$ cat config.mk
export PLATFORM = sky130hd
export DESIGN_NAME = iter_ctrl
export DESIGN_NICKNAME = d
export VERILOG_FILES = /design/src/rtl/iter_ctrl.sv
export SDC_FILE = /design/constraint.sdc
export NUM_CORES = 1
export LEC_CHECK = 0
export BUFFER_PORTS_ARGS = -buffer_cell sky130_fd_sc_hd__buf_2
export CORE_MARGIN = 2
export CORE_UTILIZATION = 53
export DETAILED_ROUTE_END_ITERATION = 12
export PLACE_DENSITY_LB_ADDON = 0.05
export SYNTH_ARGS = -nofsm -noshare
export SYNTH_HDL_FRONTEND = slang
export SYNTH_SLANG_ARGS = --single-unit
$ cat constraint.sdc
create_clock -name clk -period 5.2 [get_ports clk]
set_input_delay 1.04 -clock clk [delete_from_list [all_inputs] [get_ports clk]]
set_output_delay 1.04 -clock clk [all_outputs]
set_load 0.01 [all_outputs]
$ cat src/rtl/iter_ctrl.sv
module iter_ctrl #(
  parameter int NCHK = 16,
  parameter int ITW  = 6,
  parameter int PW   = $clog2(NCHK + 1)
) (
  input  logic            clk,
  input  logic            rst_n,
  input  logic            frame_start,
  input  logic [ITW-1:0]  max_iter,
  input  logic [ITW-1:0]  iter_thr,
  input  logic [PW-1:0]   unsat_thr,
  input  logic            iter_done,
  input  logic [NCHK-1:0] syndrome,
  output logic            iter_start,
  output logic            strong_mode,
  output logic            dp_clk_en,
  output logic            done,
  output logic            success,
  output logic            fail,
  output logic [ITW-1:0]  iters_used,
  output logic            switched
);

  typedef enum logic [2:0] {S_IDLE, S_RUN, S_WAIT, S_EVAL, S_DONE} st_t;

  st_t            state;
  logic [ITW-1:0] count;
  logic [NCHK-1:0] syn_q;
  logic [PW-1:0]  unsat;
  logic [ITW-1:0] eff_max;

  always_comb begin
    unsat = '0;
    for (int i = 0; i < NCHK; i++) unsat = unsat + PW'(syn_q[i]);
  end

  assign eff_max = (max_iter == '0) ? ITW'(1) : max_iter;

  wire syn_zero  = (unsat == '0);
  wire at_cap    = (count >= eff_max);
  wire go_strong = (count > iter_thr) || (unsat > unsat_thr);
  wire accept    = (state == S_IDLE) && frame_start;

  always_ff @(posedge clk or negedge rst_n) begin
    if (!rst_n) begin
      state       <= S_IDLE;
      count       <= '0;
      syn_q       <= '0;
      strong_mode <= 1'b0;
      switched    <= 1'b0;
      success     <= 1'b0;
      fail        <= 1'b0;
      dp_clk_en   <= 1'b0;
    end else begin
      case (state)
        S_IDLE: if (frame_start) begin
          state       <= S_RUN;
          count       <= '0;
          strong_mode <= 1'b0;
          switched    <= 1'b0;
          success     <= 1'b0;
          fail        <= 1'b0;
          dp_clk_en   <= 1'b1;
        end
        S_RUN: state <= S_WAIT;
        S_WAIT: if (iter_done) begin
          syn_q <= syndrome;
          count <= count + 1'b1;
          state <= S_EVAL;
        end
        S_EVAL: begin
          if (syn_zero) begin
            success   <= 1'b1;
            dp_clk_en <= 1'b0;
            state     <= S_DONE;
          end else if (at_cap) begin
            fail      <= 1'b1;
            dp_clk_en <= 1'b0;
            state     <= S_DONE;
          end else begin
            if (go_strong) begin
              strong_mode <= 1'b1;
              switched    <= 1'b1;
            end
            state <= S_RUN;
          end
        end
        S_DONE: state <= S_IDLE;
        default: state <= S_IDLE;
      endcase
    end
  end

  assign iter_start = (state == S_RUN);
  assign done       = (state == S_DONE);
  assign iters_used = count;

  AST_START_PULSE: assert property (@(posedge clk) disable iff (!rst_n) iter_start |=> !iter_start);
  AST_DONE_PULSE: assert property (@(posedge clk) disable iff (!rst_n) done |=> !done);
  AST_NEW_FRAME_MINSUM: assert property (@(posedge clk) disable iff (!rst_n) accept |=> !strong_mode);
  AST_MODE_STICKY: assert property (@(posedge clk) disable iff (!rst_n) (strong_mode && !accept) |=> strong_mode);
  AST_GATED_AT_DONE: assert property (@(posedge clk) disable iff (!rst_n) done |-> !dp_clk_en);
  AST_ONE_OUTCOME: assert property (@(posedge clk) disable iff (!rst_n) done |-> $onehot({success, fail}));
  AST_SUCCESS_ZERO: assert property (@(posedge clk) disable iff (!rst_n) (done && success) |-> (syn_q == '0));
  AST_ITER_CAP: assert property (@(posedge clk) disable iff (!rst_n) done |-> (iters_used <= eff_max));
  AST_SWITCH_FLAG: assert property (@(posedge clk) disable iff (!rst_n) done |-> (switched == strong_mode));

endmodule

==> impl_metrics.csv <==
group,metric,value,unit
synth,synth_largest_area_cell,"dfrtp_1",
synth,synth_edf_count,0,
synth,ys_types,37,
route,wl,3.58,mm
setup_path,cp-end-kind,"flop",
die,die_area,4340,um2
timing,tightestPinTransition,0.651,ns
global_routing,gr-usage-all-layers,19.3,%
synth,ys_seq_area_share,35.7,%
timing,rsz0062_at_grt,"no",
clock_network,clock_path_buffers,2,
final_layout,diodes,0,
die,core,3660,um2
timing,drv_slew,0,
hold_path,hp-start,"success$_DFFE_PN0P_",
synth,ys_ff_latch,29,
clock_network,post_cts_buffers,0,
route,wl_per_cell,11.8,um
clock_network,tritoncts,"yes",
synth,synth_flop_cell,"dfrtp_1",
clock_network,clkLatencyLatePin,0.28,ns
global_routing,gr-total-overflow,0,
timing,finalHoldViolCount,0,
placement,dp_hpwl,2.89,mm
global_routing,grt_max_degree,30,
route,viasPerCell,5.02,
die,start_util,55.5,%
synth,avgSynthCellArea,10.2,um2
final_layout,drive_gt1_share,29.1,%
synth,yosysTopAreaCellShare,35.7,%
route,vias,1516,
synth,syn_inst,200,
final_layout,regArea,726,um2
setup_path,cp.arrival,4.70,ns
route,drtIter0Drc,77,
route,ant_nets,0,
status,status,"finished clean",
final_layout,multi_input_area,1120,um2
route,drc,0,
timing,finClkSkew,0.00369,ns
synth,synth.top_cells.by_area,"dfrtp_1 36%, ha_1 14%, fa_1 9.9%",
timing,slew_headroom,56.6,%
setup_path,r2r_start,"syn_q[11]$_DFFE_PN0P_",
clock_network,cts.sinks,29,
setup_path,start_kind,"flop",
final_layout,fill_cells,314,
setup_path,reg2reg_setup_slack,0.68,ns
timing,period_share,86.9,%
final_layout,layout.nets,323,
final_layout,syn2layout_area_growth,19.6,%
setup_path,path_max_fanout,4,
hold_path,min_to,"success$_DFFE_PN0P_",
setup_path,timing_worst_setup_path_type,"reg -> reg",
synth,yosys_warnings,0,
hold_path,hold_path_depth,1,
global_routing,grt_pass1_vias,1479,
hold_path,min_path_type,"reg -> reg",
clock_network,clk_pin_slew_worst_paths,0.06,ns
die,die_h,65.9,um
clock_network,cts_root_buffer,"clkbuf_8",
placement,place.gp.congestion,0.892,
timing,period_minus_slack,4.52,ns
route,drt-pass1-iter-count,4,
synth,synth_fp_nets,270,
setup_path,required,5.38,ns
setup_path,ff2ff_path_depth,18,
clock_network,ctsHtreeMaxLevel,2,
timing,tns,0,ns
synth,async_flop_share,100,%
timing,fmax,221,MHz
run,cap_violations,0,
global_routing,antenna_found_initial,0,
die,ios,50,
global_routing,grt_pass1_wl,6.31,mm
synth,netlist_area,2030,um2
setup_path,reg2reg_to,"switched$_DFFE_PN0P_",
die,dieWidth,65.9,um
placement,io_buffers,49,
clock_network,cts_resized,0,
clock_network,hold_buffers,0,
clock_network,cts_made_buffers,5,
die,num_rows,22,
timing,finalSetupViolCount,0,
worst max-delay path: stages, from the launching register on:
cell	delay, ns
dfrtp_1	0.39
fa_1	0.54
inv_1	0.05
fa_1	0.47
inv_1	0.05
fa_1	0.47
inv_1	0.05
fa_1	0.47
inv_1	0.04
ha_1	0.20
fa_1	0.43
a21oi_1	0.17
nor2_1	0.06
ha_1	0.30
nand4_1	0.12
o221ai_1	0.17
o21ai_0	0.11
a21boi_0	0.14
o31ai_1	0.20
final cells by class:
class / count / area share, %
clock buffers: 7 / 3.55
clock inverters: 1 / 1.24
inverters: 40 / 6.18
multi-input cells: 127 / 46.3
flip-flops and latches: 29 / 29.9
well taps: 48 / 2.47
repair buffers: 50 / 10.4
flip-flops by register name (all words and copies together) (netlist names):
register    count
syn_q          16
dp_clk_en       1
iters_used      6
success         1
switched        1
fail            1
state           3
cells by family (layout without fill, tap and decap cells):
kind of cell / count (synthesis) / count (layout) / synth area share [%]
compound gates: 33 / 33 / 10.5
buf+inv: 44 / 98 / 8.93
simple gates: 45 / 45 / 12.7
xor+xnor: 6 / 6 / 2.59
mux: 10 / 10 / 5.55
fa+ha+maj: 33 / 33 / 24.0
flops: 29 / 29 / 35.7
cells in the final DEF, fill, tap and decap left out, types with 3 or more instances in the layout:
cell	count
mux2_2	10
nor2_1	13
nand4_1	4
nand2_1	11
nand3_1	3
a21oi_1	10
dfrtp_1	29
ha_1	23
nand2b_1	3
inv_1	40
fa_1	10
o21ai_0	10
xor2_1	4
clkbuf_8	6
buf_2	49
synthesized netlist by cell type, types with 2 or more instances:
master,instances
nor2_1,13
or2_2,2
xnor2_1,2
dfrtp_1,29
a21o_1,2
nand2b_1,3
and3_1,2
fa_1,10
nand2_1,11
a21oi_1,10
nand4_1,4
o21ai_0,10
xor2_1,4
nor3b_1,2
nand3_1,3
mux2_2,10
inv_1,40
buf_4,2
ha_1,23
metal layers:
layer | wire length (um) | vias up | track usage, %
li1 | - | 776 | -
met1 | 1630 | 703 | 23.6
met2 | 1750 | 30 | 33.0
met3 | 162 | 7 | 5.11
met4 | 38 | 0 | 6.25
met5 | 0 | - | 0
how the worst max path moves through the flow:
stage                               start              endpoint  slack, ns  depth (start not counted)
floorplan           syn_q[11]$_DFFE_PN0P_  switched$_DFFE_PN0P_       0.90                         18
global placement    syn_q[11]$_DFFE_PN0P_  switched$_DFFE_PN0P_       0.77                         18
detailed placement  syn_q[11]$_DFFE_PN0P_  switched$_DFFE_PN0P_       0.68                         18
CTS                 syn_q[11]$_DFFE_PN0P_  switched$_DFFE_PN0P_       0.64                         18
global route        syn_q[11]$_DFFE_PN0P_  switched$_DFFE_PN0P_       0.28                         18
finish              syn_q[11]$_DFFE_PN0P_  switched$_DFFE_PN0P_       0.68                         18
through the flow:
step	instance area (um2)	util (%)	setup WS (ns)	instances	hold WS (ns)
final	2430	66.3	0.683	302	0.501
after global routing	2430	66.3	0.279	302	0.525
after CTS	2430	66.3	0.640	302	0.500
after detailed placement	2310	63.2	0.677	294	0.486
after global placement	2310	63.2	0.769	294	0.481
after floorplan	2030	-	0.905	200	0.487
Power is not shown: default switching activity piles up to over one toggle a cycle in this logic, so the estimate is an artifact.
